$ cat config.mk
export PLATFORM = sky130hd
export DESIGN_NAME = rc_shift_gen
export DESIGN_NICKNAME = d
export VERILOG_FILES = /design/src/rtl/rc_shift_gen.sv
export SDC_FILE = /design/constraint.sdc
export NUM_CORES = 1
export LEC_CHECK = 0
export BUFFER_PORTS_ARGS = -buffer_cell sky130_fd_sc_hd__buf_2
export CORE_UTILIZATION = 45
export CTS_CLUSTER_DIAMETER = 120
export DETAILED_ROUTE_END_ITERATION = 10
export GPL_ROUTABILITY_DRIVEN = 1
export GPL_TIMING_DRIVEN = 0
export PLACE_DENSITY = 0.75
export SYNTH_ARGS = -nofsm -noshare
export SYNTH_HDL_FRONTEND = slang
export SYNTH_SLANG_ARGS = --single-unit
$ cat constraint.sdc
create_clock -name clk -period 4.7 [get_ports clk]
set_input_delay 0.94 -clock clk [delete_from_list [all_inputs] [get_ports clk]]
set_output_delay 0.94 -clock clk [all_outputs]
set_load 0.005 [all_outputs]
$ cat src/rtl/rc_shift_gen.sv
module rc_shift_gen #(
  parameter int W = 16
) (
  input  logic           clk,
  input  logic           rst_n,
  input  logic [3:0]     msd_lead,
  input  logic           ss_flag,
  input  logic [4:0]     rnd_up,
  input  logic [4:0]     rnd_dn,
  input  logic [2:0]     lsd_low,
  input  logic [1:0]     grd,
  input  logic [W-1:0]   opnd,
  output logic [4:0]     sh_sel,
  output logic           cor_pos,
  output logic           cor_neg,
  output logic [W+3:0]   pp_pos,
  output logic [W+3:0]   pp_neg
);
  localparam int PW = W + 4;

  logic [4:0]        loc_oh, sh_oh;
  logic              r_up, r_dn, big;
  logic signed [2:0] b_val, r_val, sum;
  logic [PW-1:0]     shv;
  logic              armed;

  assign loc_oh = ss_flag ? {1'b0, msd_lead} : {msd_lead, 1'b0};
  assign r_up   = |(loc_oh & rnd_up);
  assign r_dn   = |(loc_oh & rnd_dn);
  assign r_val  = r_up ? 3'sb001 : (r_dn ? 3'sb111 : 3'sb000);

  always_comb begin
    b_val = 3'sb000;
    if (ss_flag) begin
      unique case (1'b1)
        msd_lead[3]: b_val = {2'b00, lsd_low[2]};
        msd_lead[2]: b_val = {2'b00, lsd_low[1]};
        msd_lead[1]: b_val = {2'b00, lsd_low[0]};
        msd_lead[0]: b_val = {grd[1], grd[1], grd[0]};
        default:     b_val = 3'sb000;
      endcase
    end
  end

  assign sum   = b_val + r_val;
  assign big   = (sum == 3'sb010) || (sum == 3'sb110);
  assign sh_oh = big ? {loc_oh[3:0], 1'b0} : loc_oh;

  always_comb begin
    shv = '0;
    for (int k = 0; k < 5; k++)
      if (sh_oh[k]) shv = shv | (PW'(opnd) << k);
  end

  always_ff @(posedge clk) begin
    if (!rst_n) begin
      sh_sel  <= '0;
      cor_pos <= 1'b0;
      cor_neg <= 1'b0;
      pp_pos  <= '0;
      pp_neg  <= '0;
      armed   <= 1'b0;
    end else begin
      sh_sel  <= sh_oh;
      cor_pos <= !sum[2] && (sum != 3'sb000);
      cor_neg <= sum[2];
      pp_pos  <= (!sum[2] && (sum != 3'sb000)) ? shv : '0;
      pp_neg  <= sum[2] ? shv : '0;
      armed   <= 1'b1;
    end
  end


  sign_excl_chk: assert property (@(posedge clk) disable iff (!rst_n)
    !(cor_pos && cor_neg));


  pp_zero_chk: assert property (@(posedge clk) disable iff (!rst_n)
    !(cor_pos || cor_neg) |-> (pp_pos == '0 && pp_neg == '0));


  sel_onehot_chk: assert property (@(posedge clk) disable iff (!rst_n)
    armed && $past($countones(msd_lead) == 1) |-> $countones(sh_sel) == 1);


  lead_top_chk: assert property (@(posedge clk) disable iff (!rst_n)
    armed && $past(!ss_flag && msd_lead == 4'b1000) |-> sh_sel == 5'b10000);


  g0_carry_chk: assert property (@(posedge clk) disable iff (!rst_n)
    armed && $past(ss_flag && msd_lead == 4'b0001 && grd == 2'b01 && rnd_up[0])
    |-> (sh_sel == 5'b00010 && cor_pos));


  nom_ignore_chk: assert property (@(posedge clk) disable iff (!rst_n)
    armed && $past(!ss_flag && rnd_up == 5'b0 && rnd_dn == 5'b0)
    |-> (!cor_pos && !cor_neg));
endmodule

# Word level (Yosys, flattened, before mapping)
# Cells that the tools add are included.
op_classes:
  n_addsub: 1
  mux: 11
  n_eq_ne: 2
  bitwise: 6
  reduce_logical: 8
ops:
  columns: ["cell", "n"]
  rows:
  - ["$mux W20", 4]
  - ["$or A20 B17 Y20", 1]
  - ["$or A20 B18 Y20", 1]
  - ["$or A20 B19 Y20", 1]
  - ["$or A20 B20 Y20", 1]
  - ["$mux W16", 1]
  - ["$pmux W3 S4", 1]
  - ["$and A5 B5 Y5", 2]
  - ["$mux W5", 2]
  - ["$reduce_or A5 Y1", 2]
  - ["$mux W3", 3]
  - ["$reduce_and A2 Y1", 2]
  - ["$add A3 B3 Y3", 1]
  - ["$eq A3 B2 Y1 const B", 1]
  - ["$eq A3 B3 Y1 const B", 1]
  - ["$reduce_bool A3 Y1", 1]
  - ["$logic_and A1 B1 Y1", 1]
  - ["$logic_not A1 Y1", 1]
  - ["$logic_or A1 B1 Y1", 1]
totals:
  out_inout_bits: 47
  wordCells: 33
  reg_bits: 47
  in_bits: 38

# Logic depth before layout (Yosys ltp)
# Gate-level depths: netlist of run 1.
logic_depth:
  word_depth: 18
  depth_mapped: 16
  mapped_depth_nobuf: 11

# Least setup slack after synthesis of run 1
# OpenSTA, ideal clock, no wires.
synth_path:
  kind: "in2reg"
  start: "input port ss_flag"
  end: "register pp_neg[15]"
  path_stages: 15
  t_arrival_ns: 3.979
  path_slack_ns: 0.589
  path_cell_list: "buf_6 > clkbuf_1 > mux2_2 > a221oi_1 > nand2b_1 > ha_1 > inv_1 > fa_1 > or3_4 > buf_6 > o22a_1 > buf_6 > buf_12 > a32oi_2 > a31oi_1"
synth_between:
  elab_chain_len: 18
  elab_cells_between_ends: 23
synth_rtl:
  columns: ["element", "line", "rtl"]
  rows:
  - ["from (decl)", "7", "input logic ss_flag,"]
  - ["$mux W5", "27", "assign loc_oh = ss_flag ? {1'b0, msd_lead} : {msd_lead, 1'b0};"]
  - ["$and A5 B5 Y5", "29", "assign r_dn = |(loc_oh & rnd_dn);"]
  - ["$reduce_or A5 Y1", "29", null]
  - ["$mux W3 (2 in a row)", "30", "assign r_val = r_up ? 3'sb001 : (r_dn ? 3'sb111 : 3'sb000);"]
  - ["$add A3 B3 Y3", "45", "assign sum = b_val + r_val;"]
  - ["$eq A3 B3 Y1 / $eq A3 B2 Y1 (equally long branches)", "46", "assign big = (sum == 3'sb010) || (sum == 3'sb110);"]
  - ["$logic_or A1 B1 Y1", "46", null]
  - ["$mux W5", "47", "assign sh_oh = big ? {loc_oh[3:0], 1'b0} : loc_oh;"]
  - ["$mux W16", "52", "if (sh_oh[k]) shv = shv | (PW'(opnd) << k);"]
  - ["$or A20 B17 Y20", "52", null]
  - ["$mux W20", "52", null]
  - ["$or A20 B18 Y20", "52", null]
  - ["$mux W20", "52", null]
  - ["$or A20 B19 Y20", "52", null]
  - ["$mux W20", "52", null]
  - ["$or A20 B20 Y20", "52", null]
  - ["$mux W20", "52", null]
  - ["to (signal assigned)", "68", "pp_neg <= sum[2] ? shv : '0;"]
  - ["to (decl)", "17", "output logic [W+3:0] pp_neg"]
# Parallel ways exist; a longest one is shown, timed or not.
# A chain may end at the register's enable or synchronous reset.

# Final worst setup path of run 1
layout_path:
  start: "input port ss_flag"
  end: "register pp_pos[3]"
layout_between:
  elab_chain_len: 18
  elab_cells_between_ends: 26
layout_rtl:
  columns: ["element", "line", "rtl"]
  rows:
  - ["$mux W5", "27", null]
  - ["$and A5 B5 Y5", "29", null]
  - ["$reduce_or A5 Y1", "29", null]
  - ["$mux W3 (2 in a row)", "30", null]
  - ["$add A3 B3 Y3", "45", null]
  - ["$eq A3 B3 Y1 / $eq A3 B2 Y1 (equally long branches)", "46", null]
  - ["$logic_or A1 B1 Y1", "46", null]
  - ["$mux W5", "47", null]
  - ["$mux W16", "52", null]
  - ["$or A20 B17 Y20", "52", null]
  - ["$mux W20", "52", null]
  - ["$or A20 B18 Y20", "52", null]
  - ["$mux W20", "52", null]
  - ["$or A20 B19 Y20", "52", null]
  - ["$mux W20", "52", null]
  - ["$or A20 B20 Y20", "52", null]
  - ["$mux W20", "52", null]
  - ["to (signal assigned)", "67", "pp_pos <= (!sum[2] && (sum != 3'sb000)) ? shv : '0;"]
  - ["to (decl)", "16", "output logic [W+3:0] pp_pos,"]
# Parallel ways exist; a longest one is shown, timed or not.

==> results of run 1 <==
## final cells by class
type,instances,area [um2],share of cell area [%]
plain buffers,20,148,5.54
well taps,52,65.1,2.44
clock inverters,1,8.76,0.328
repair buffers,82,410,15.4
inverters,5,18.8,0.704
multi-input cells,130,988,37.1
clock buffers,7,86.3,3.24
flip-flops and latches,47,941,35.3
## Yosys cell counts (all sizes together) (3+ instances only)
library cell,count
a31oi,27
a22oi,6
buf,14
nor2,8
mux2,3
nand3,4
a21oi,8
a32oi,29
nand2,17
a221oi,3
dfxtp,47
inv,5
clkbuf,6
and2,3
## power by group through the flow
stage               clock, mW  sequential (mW)  combinational [mW]
finish                  0.251            0.444               0.261
global route            0.268            0.448               0.284
CTS                     0.253            0.445               0.260
detailed placement          0            0.454               0.258
global placement            0            0.454               0.255
floorplan                   0            0.462               0.156
## registers in the layout, indices dropped and copies added (netlist names)
register,flops
cor_pos,1
sh_sel,5
pp_neg,20
pp_pos,20
cor_neg,1
## worst max path at each step
stage	startpoint	end	slack (ns)	depth (start not counted)
4_1_cts	ss_flag	pp_neg[3]	0.50	13
2_1_floorplan	ss_flag	pp_neg[15]	0.59	15
3_3_place_gp	ss_flag	pp_pos[13]	0.23	13
5_1_grt	ss_flag	pp_neg[3]	0.23	13
3_5_place_dp	ss_flag	pp_neg[3]	0.21	13
6_report	ss_flag	pp_pos[3]	0.50	13
## metal layers
| layer | track usage, % | up-vias | wire length (um) | share of wire, % |
|---|---|---|---|---|
| li1 | - | 965 | - | - |
| met1 | 27.7 | 885 | 2280 | 44 |
| met2 | 30.9 | 129 | 2310 | 45 |
| met3 | 4.76 | 14 | 486 | 9.4 |
| met4 | 11.8 | 0 | 101 | 2.0 |
| met5 | 0 | - | 0 | 0 |
## cell families (layout without fill, tap and decap cells)
group	count (synthesis)	after routing	synth area share, %
and+or+nand+nor	41	41	9.61
adders and majority gates	3	3	2.51
buffers and inverters	25	115	7.94
muxes	3	3	1.61
DFF	47	47	44.9
AOI/OAI and AO/OA	83	83	33.4
## critical path, delay by kind of cell
kind / cells / cell delay (ns)
mux: 1 / 0.39
simple gates: 2 / 0.38
buf+inv: 4 / 0.77
compound gates: 4 / 1.17
fa+ha+maj: 2 / 0.71
## placed cells by master, fill, tap and decap left out, drive strengths merged
master / n
dfxtp: 47
o211ai: 1
fa: 2
a221oi: 3
nand2b: 2
clkinv: 1
a21oi: 8
o22a: 1
nor2: 8
and3: 2
ha: 1
or2: 1
o21ai: 2
a32oi: 29
a31oi: 27
nand2: 17
inv: 5
nor4: 1
clkbuf: 13
nor4b: 1
a31o: 2
o211a: 2
nand3: 4
mux2: 3
or3: 1
a221o: 1
and2: 3
buf: 96
a22oi: 6
nand3b: 1
a21boi: 1
## stage by stage
| stage | util (%) | hold WS (ns) | area [um2] |
|---|---|---|---|
| 2_1_floorplan | - | 1.06 | 2100 |
| 3_3_place_gp | 58.2 | 1.26 | 2570 |
| 3_5_place_dp | 58.2 | 1.26 | 2570 |
| 4_1_cts | 60.4 | 0.940 | 2670 |
| 5_1_grt | 60.4 | 0.967 | 2670 |
| 6_report | 60.4 | 0.941 | 2670 |
==> impl_metrics.tcl, run 1 <==
set metrics [dict create \
    port_buffer_cells 82 \
    place_congestion 0.805 \
    yosysTopAreaCellShare_pct 44.9 \
    max_freq_mhz 238 \
    die_footprint_um2 4930 \
    syn_nets 243 \
    syn-mean-instance-area_um2 10.4 \
    fin_max_slew_vios 0 \
    average_via_count_per_standard_cell 5.79 \
    pre_cts_slack_ns 0.209 \
    starting_density_pct 47.5 \
    power.combinational.fraction_pct 27.3 \
    critPathRequiredTime_ns 4.86 \
    yosys_warnings 0 \
    io_pins 85 \
    synthCells 202 \
    setup_repair_after_global_routing_missed_its_margin "false" \
    cap_viol_max_count 0 \
    async_flop_share_pct 0 \
    layout_min_cycle_time_ns 4.20 \
    outcome "complete, no violations" \
    cts_hold_buffers 0 \
    drcViolationCount 0 \
    synth_top_area_cell "sky130_fd_sc_hd__dfxtp_1" \
    min_path_cells 3 \
    yosys.cell_types.count 38 \
    hold_viol 0 \
    worst-slew-pin-transition_ns 0.527 \
    critical_path.cell_chain "buf_6 -> clkbuf_1 -> mux2_2 -> a221oi_1 -> nand2b_1 -> ha_1 -> inv_1 -> fa_1 -> o21ai_1 -> nand3b_2 -> buf_4 -> a32oi_2 -> a21oi_1" \
    synth.area.top_cells "sky130_fd_sc_hd__dfxtp_1 45%, sky130_fd_sc_hd__a32oi_1 8.8%, sky130_fd_sc_hd__a31oi_1 7.8%" \
    cts_htree_levels 2 \
    drt_wl_total_mm 5.17 \
    drive_above_1_share_pct 41.4 \
    route.detailed.wl_per_inst_um 15.0 \
    cts_tree "yes" \
    hold_class "primary input to flip-flop" \
    p_seq_share_pct 46.5 \
    p_switching_uw 284 \
    clock_sinks 47 \
    clkTransAtPathRegs_ns 0.08 \
    largest_net_degree_at_the_start_of_global_routing 15 \
    firstDrtPassIters 4 \
    cts_resized 0 \
    first_global_vias 1757 \
    worstSetupStartpointType "primary input" \
    num_antenna_cells 0 \
    critPathSlowestCell "sky130_fd_sc_hd__fa_1" \
    part_of_the_yosys_area_used_for_sequential_elements_pct 44.9 \
    worst_slack_setup_final_ns 0.502 \
    final-setup-viol-count 0 \
    core-area_um2 4410 \
    floorplan.die.width_um 70.2 \
    fin_total_pwr_uw 956 \
    critPathMaxFanout 10 \
    cts.root.buffer_cell "sky130_fd_sc_hd__clkbuf_8" \
    min_period_over_period_pct 89.3 \
    ys.flop_type "sky130_fd_sc_hd__dfxtp_1" \
    leakage_nw 1.20 \
    total_routing_usage_gr_pct 20.8 \
    ant_nets 0 \
    intPower_uw 672 \
    dr.first_iter.drc_count 230 \
    slew_headroom_pct 64.8 \
    synth.cell_area_um2 2100 \
    postSynthRegisterBits 47 \
    nets 332 \
    tns_ns 0 \
    postCtsSetupBuffers 0 \
    number_of_antenna_violations_at_the_first_check_in_global_routing 0 \
    ir_drop_v 0.000125 \
    fillers 365 \
    synth_enable_flop_cells 0 \
    worst-setup-path-type "primary input to flip-flop" \
    critical_path_arrival_ns 4.36 \
    hold_path_startpoint "opnd[15]" \
    global_route.overflow_total 0 \
    rows 24 \
    cts_buffers 5 \
    stdcell_count 344 \
    clock_tree.buffer_depth 2 \
    grt_pass1_wl_mm 8.17 \
    flow.area_growth_from_synthesis_pct 27.2 \
    cp-end-kind "flip-flop" \
    pwr-share-clk_pct 26.2 \
    netSwitchingFraction_pct 29.7 \
    pwr_density_cell_nw_per_um2 359 \
    route.vias.total 1993 \
    die_outline_height_um 70.2 \
    cpPeakStageDelay_ns 0.50 \
    holdPathEnd "pp_pos[19]" \
    post_place_cells 336 \
    detailed_place_hpwl_mm 3.68 \
]
(Power assumes the default switching activity.)
==> run 2, diff against run 1 <==
Settings changed: RECOVER_POWER set to 100.
==> impl_metrics.tcl, run 2 (same netlist as run 1, synthesis figures left out) <==
set metrics [dict create \
    outcome "complete, no violations" \
    ant_nets 0 \
    pre_cts_slack_ns 0.209 \
    crit_start "ss_flag" \
    cts_buffers 5 \
    register_area_um2 941 \
    worst-path-buf-inv 6 \
    critPathRequiredTime_ns 4.86 \
    critical_path_arrival_ns 4.51 \
    cap_viol_max_count 0 \
    grt_pass1_wl_mm 8.17 \
    cp-end-kind "flip-flop" \
    critPathMaxFanout 10 \
    drcViolationCount 0 \
    firstDrtPassIters 4 \
    hold_class "primary input to flip-flop" \
    fillers 378 \
    netSwitchingFraction_pct 29.7 \
    num_antenna_cells 0 \
    multi_input_area_um2 945 \
    rows 24 \
    clock_tree.buffer_depth 2 \
    worstSetupStartpointType "primary input" \
    critPathTopFamily "buffers and inverters" \
    largest_net_degree_at_the_start_of_global_routing 15 \
    hold_viol 0 \
    io_pins 85 \
    number_of_antenna_violations_at_the_first_check_in_global_routing 0 \
    core-area_um2 4410 \
    cts_tree "yes" \
    worst-slew-pin-transition_ns 0.522 \
    tns_ns 0 \
    power.combinational.fraction_pct 26.5 \
    worst-setup-path-type "primary input to flip-flop" \
    globalRouteMet3Util_pct 4.76 \
    starting_density_pct 47.5 \
    postCtsSetupBuffers 0 \
    fin_max_slew_vios 0 \
    max_freq_mhz 230 \
    drt_wl_total_mm 5.19 \
    detailed_place_hpwl_mm 3.68 \
    clock_sinks 47 \
    flow.area_growth_from_synthesis_pct 24.1 \
    clkTransAtPathRegs_ns 0.08 \
    timing.critical_path.to "pp_pos[3]" \
    route.detailed.wl_per_inst_um 15.1 \
    min_period_over_period_pct 92.6 \
    dr.first_iter.drc_count 263 \
    worst_slack_setup_final_ns 0.346 \
    grtUsageMet2_pct 30.9 \
    final-setup-viol-count 0 \
    slew_headroom_pct 65.0 \
    critical_path.cell_chain "buf_6 -> clkbuf_1 -> mux2_2 -> a221oi_1 -> nand2b_1 -> ha_1 -> inv_1 -> fa_1 -> or3_2 -> clkbuf_1 -> o22a_1 -> buf_6 -> buf_12 -> a32oi_1 -> a21oi_1" \
    pwr_density_cell_nw_per_um2 363 \
    cts.root.buffer_cell "sky130_fd_sc_hd__clkbuf_8" \
    commonest_non_fill_non_tap_cell_in_the_layout "sky130_fd_sc_hd__buf_2" \
    drive_above_1_share_pct 34.9 \
    p_switching_uw 280 \
    die_outline_height_um 70.2 \
    cts_resized 0 \
    cts_htree_levels 2 \
    cts_hold_buffers 0 \
    most-common-layout-cells "76 x sky130_fd_sc_hd__buf_2, 47 x sky130_fd_sc_hd__dfxtp_1, 26 x sky130_fd_sc_hd__a31oi_1, 25 x sky130_fd_sc_hd__a32oi_1, 20 x sky130_fd_sc_hd__clkbuf_1" \
    global_route.overflow_total 0 \
    first_global_vias 1757 \
    largestRegisters "pp_neg (20), pp_pos (20), sh_sel (5)" \
    leakage_nw 1.14 \
    place_congestion 0.805 \
    average_via_count_per_standard_cell 5.78 \
    intPower_uw 665 \
    port_buffer_cells 82 \
    global_route.peak_usage_layer "met2" \
    path_depth 15 \
    setup_repair_after_global_routing_missed_its_margin "false" \
    placedInstanceArea_um2 2570 \
    die_footprint_um2 4930 \
    met1_usage_pct 27.7 \
    total_routing_usage_gr_pct 20.8 \
    finish.instance_area_um2 2600 \
    layout_min_cycle_time_ns 4.35 \
    critPathSlowestCell "sky130_fd_sc_hd__fa_1" \
    floorplan.die.width_um 70.2 \
    nets 332 \
    cpPeakStageDelay_ns 0.49 \
    p_seq_share_pct 47.1 \
    pwr-share-clk_pct 26.4 \
    route.vias.total 1988 \
    ir_drop_v 0.000125 \
]
-- run 2: metrics by stage --
stage / hold slack (ns) / power [mW] / cells / util (%)
global placement: 1.26 / 0.709 / 336 / 58.2
floorplan: 1.06 / 0.618 / 202 / -
CTS: 0.940 / 0.958 / 344 / 60.4
detailed placement: 1.26 / 0.712 / 336 / 58.2
global route: 0.956 / 0.990 / 344 / 58.9
finish: 0.937 / 0.945 / 344 / 58.9
-- run 2: worst min-delay path by stage --
stage	cells after the start	endpoint	startpoint	slack [ns]
2_1_floorplan	1	sh_sel[0]	rst_n	1.06
3_3_place_gp	3	pp_pos[19]	opnd[15]	1.26
3_5_place_dp	2	sh_sel[1]	rst_n	1.26
4_1_cts	3	pp_pos[19]	opnd[15]	0.94
5_1_grt	3	pp_neg[19]	opnd[15]	0.96
6_report	3	pp_pos[19]	opnd[15]	0.94
-- run 2: power groups by stage --
stage	registers [mW]	logic, mW	clock network (mW)
5_1_grt	0.448	0.273	0.268
2_1_floorplan	0.462	0.156	0
4_1_cts	0.445	0.260	0.253
3_5_place_dp	0.454	0.258	0
3_3_place_gp	0.454	0.255	0
6_report	0.445	0.250	0.250
-- run 2: cell type report --
| class | count | share of cell area (%) |
|---|---|---|
| flip-flops and latches | 47 | 36.2 |
| clock inverters | 1 | 0.337 |
| well taps | 52 | 2.50 |
| clock buffers | 7 | 3.32 |
| multi-input cells | 130 | 36.3 |
| plain buffers | 20 | 5.29 |
| repair buffers | 82 | 15.3 |
| inverters | 5 | 0.722 |
-- run 2: layer usage --
layer	part of all wire [%]	up-vias	routed length (um)
met3	8.2	12	426
met4	1.6	0	83
met1	45	894	2350
li1	-	968	-
met5	0	-	0
met2	45	114	2330
==> run 3, diff against run 2 <==
Settings changed: GPL_TIMING_DRIVEN 0 to not set.
==> impl_metrics.tcl, run 3 (same netlist as run 1, synthesis figures left out) <==
set metrics [dict create \
    outcome "complete, no violations" \
    worst-setup-path-type "primary input to flip-flop" \
    max_freq_mhz 238 \
    ir_drop_v 0.000124 \
    num_antenna_cells 0 \
    global_route.overflow_total 0 \
    route.detailed.wl_per_inst_um 15.8 \
    firstDrtPassIters 4 \
    pre_cts_slack_ns 0.120 \
    clock_tree.buffer_depth 2 \
    flow.area_growth_from_synthesis_pct 16.8 \
    port_buffer_cells 84 \
    clock_sinks 47 \
    cts_htree_levels 2 \
    commonest_non_fill_non_tap_cell_in_the_layout "sky130_fd_sc_hd__buf_2" \
    setup_repair_after_global_routing_missed_its_margin "false" \
    worstSetupStartpointType "primary input" \
    fin_total_pwr_uw 897 \
    ant_nets 0 \
    average_via_count_per_standard_cell 5.98 \
    total_routing_usage_gr_pct 21.4 \
    layout_min_cycle_time_ns 4.21 \
    die_footprint_um2 4930 \
    finish.utilization_pct 55.5 \
    grt_pass1_wl_mm 8.45 \
    cts_resized 0 \
    drive_above_1_share_pct 32.4 \
    holdPathEnd "pp_pos[0]" \
    cap_viol_max_count 0 \
    route.vias.total 1957 \
    floorplan.die.width_um 70.2 \
    register_area_um2 941 \
    worst-slew-pin-transition_ns 0.866 \
    critical_path_arrival_ns 4.42 \
    multi_input_area_um2 923 \
    first_global_vias 1768 \
    post_place_cells 320 \
    worst_slack_setup_final_ns 0.492 \
    min_period_over_period_pct 89.5 \
    io_pins 85 \
    place_congestion 0.794 \
    largestRegisters "pp_neg (20), pp_pos (20), sh_sel (5)" \
    rows 24 \
    final-setup-viol-count 0 \
    die_outline_height_um 70.2 \
    dr.first_iter.drc_count 165 \
    fillers 418 \
    tns_ns 0 \
    most-common-layout-cells "73 x sky130_fd_sc_hd__buf_2, 47 x sky130_fd_sc_hd__dfxtp_1, 29 x sky130_fd_sc_hd__a32oi_1, 26 x sky130_fd_sc_hd__a31oi_1, 17 x sky130_fd_sc_hd__nand2_1" \
    largest_net_degree_at_the_start_of_global_routing 22 \
    number_of_antenna_violations_at_the_first_check_in_global_routing 0 \
    slew_headroom_pct 42.2 \
    critPathRequiredTime_ns 4.91 \
    fin_max_slew_vios 0 \
    cts.root.buffer_cell "sky130_fd_sc_hd__clkbuf_8" \
    cts_tree "yes" \
    stdcell_count 327 \
    drt_wl_total_mm 5.16 \
    core-area_um2 4410 \
    hold_class "primary input to flip-flop" \
    postCtsSetupBuffers 0 \
    cts_buffers 5 \
    leakage_nw 1.07 \
    hold_path_startpoint "opnd[0]" \
    detailed_place_hpwl_mm 3.56 \
    drcViolationCount 0 \
    critPathMaxFanout 17 \
    starting_density_pct 47.5 \
    nets 316 \
    clkTransAtPathRegs_ns 0.08 \
    min_path_cells 3 \
    pwr_density_cell_nw_per_um2 366 \
    hold_viol 0 \
    cp-end-kind "flip-flop" \
    cts_hold_buffers 0 \
]
-- run 3: changes by cell type in the layout (fill, tap and decap cells not counted), sizes merged --
cell / change
buf: -9
clkinv: +1
clkbuf: -9
-- run 3: worst max-delay path by stage --
| stage | end | depth (start not counted) | from |
|---|---|---|---|
| final | pp_pos[15] | 11 | ss_flag |
| after floorplan | pp_neg[15] | 15 | ss_flag |
| after global routing | pp_pos[15] | 11 | ss_flag |
| after CTS | pp_pos[7] | 11 | ss_flag |
| after detailed placement | pp_neg[4] | 11 | ss_flag |
| after global placement | pp_neg[4] | 11 | ss_flag |
-- run 3: layout make-up --
type	instances	share of cell area, %
flip-flops and latches	47	38.4
clock inverters	2	0.562
clock buffers	5	2.81
inverters	5	0.766
well taps	52	2.66
multi-input cells	130	37.7
repair buffers	86	17.1
-- run 3: report_power, final --
group	total (mW)	leakage, nW	switching (mW)	internal (mW)
logic	0.226	0.640	0.136	0.0890
registers	0.446	0.386	0.00859	0.437
clock network	0.226	0.0440	0.124	0.102
-- run 3: worst max-delay path: stages --
cell,delay (ns)
sky130_fd_sc_hd__buf_2,0.26
sky130_fd_sc_hd__mux2_2,0.37
sky130_fd_sc_hd__a221o_1,0.35
sky130_fd_sc_hd__nand2b_1,0.15
sky130_fd_sc_hd__ha_1,0.22
sky130_fd_sc_hd__inv_1,0.07
sky130_fd_sc_hd__fa_1,0.49
sky130_fd_sc_hd__o21ai_1,0.45
sky130_fd_sc_hd__o22a_1,0.62
sky130_fd_sc_hd__a32oi_1,0.25
sky130_fd_sc_hd__a31oi_1,0.25
-- run 3: routing by layer --
layer | share of wire [%] | vias to the layer above | track usage [%]
met4 | 1.9 | 0 | 8.00
li1 | - | 930 | -
met5 | 0 | - | 0
met3 | 7.8 | 10 | 4.33
met2 | 48 | 107 | 33.5
met1 | 42 | 910 | 28.9
-- run 3: stage by stage --
| stage | area [um2] | hold WS, ns |
|---|---|---|
| after CTS | 2530 | 0.941 |
| final | 2450 | 0.935 |
| after global placement | 2450 | 1.26 |
| after detailed placement | 2450 | 1.25 |
| after floorplan | 2100 | 1.06 |
| after global routing | 2450 | 0.949 |
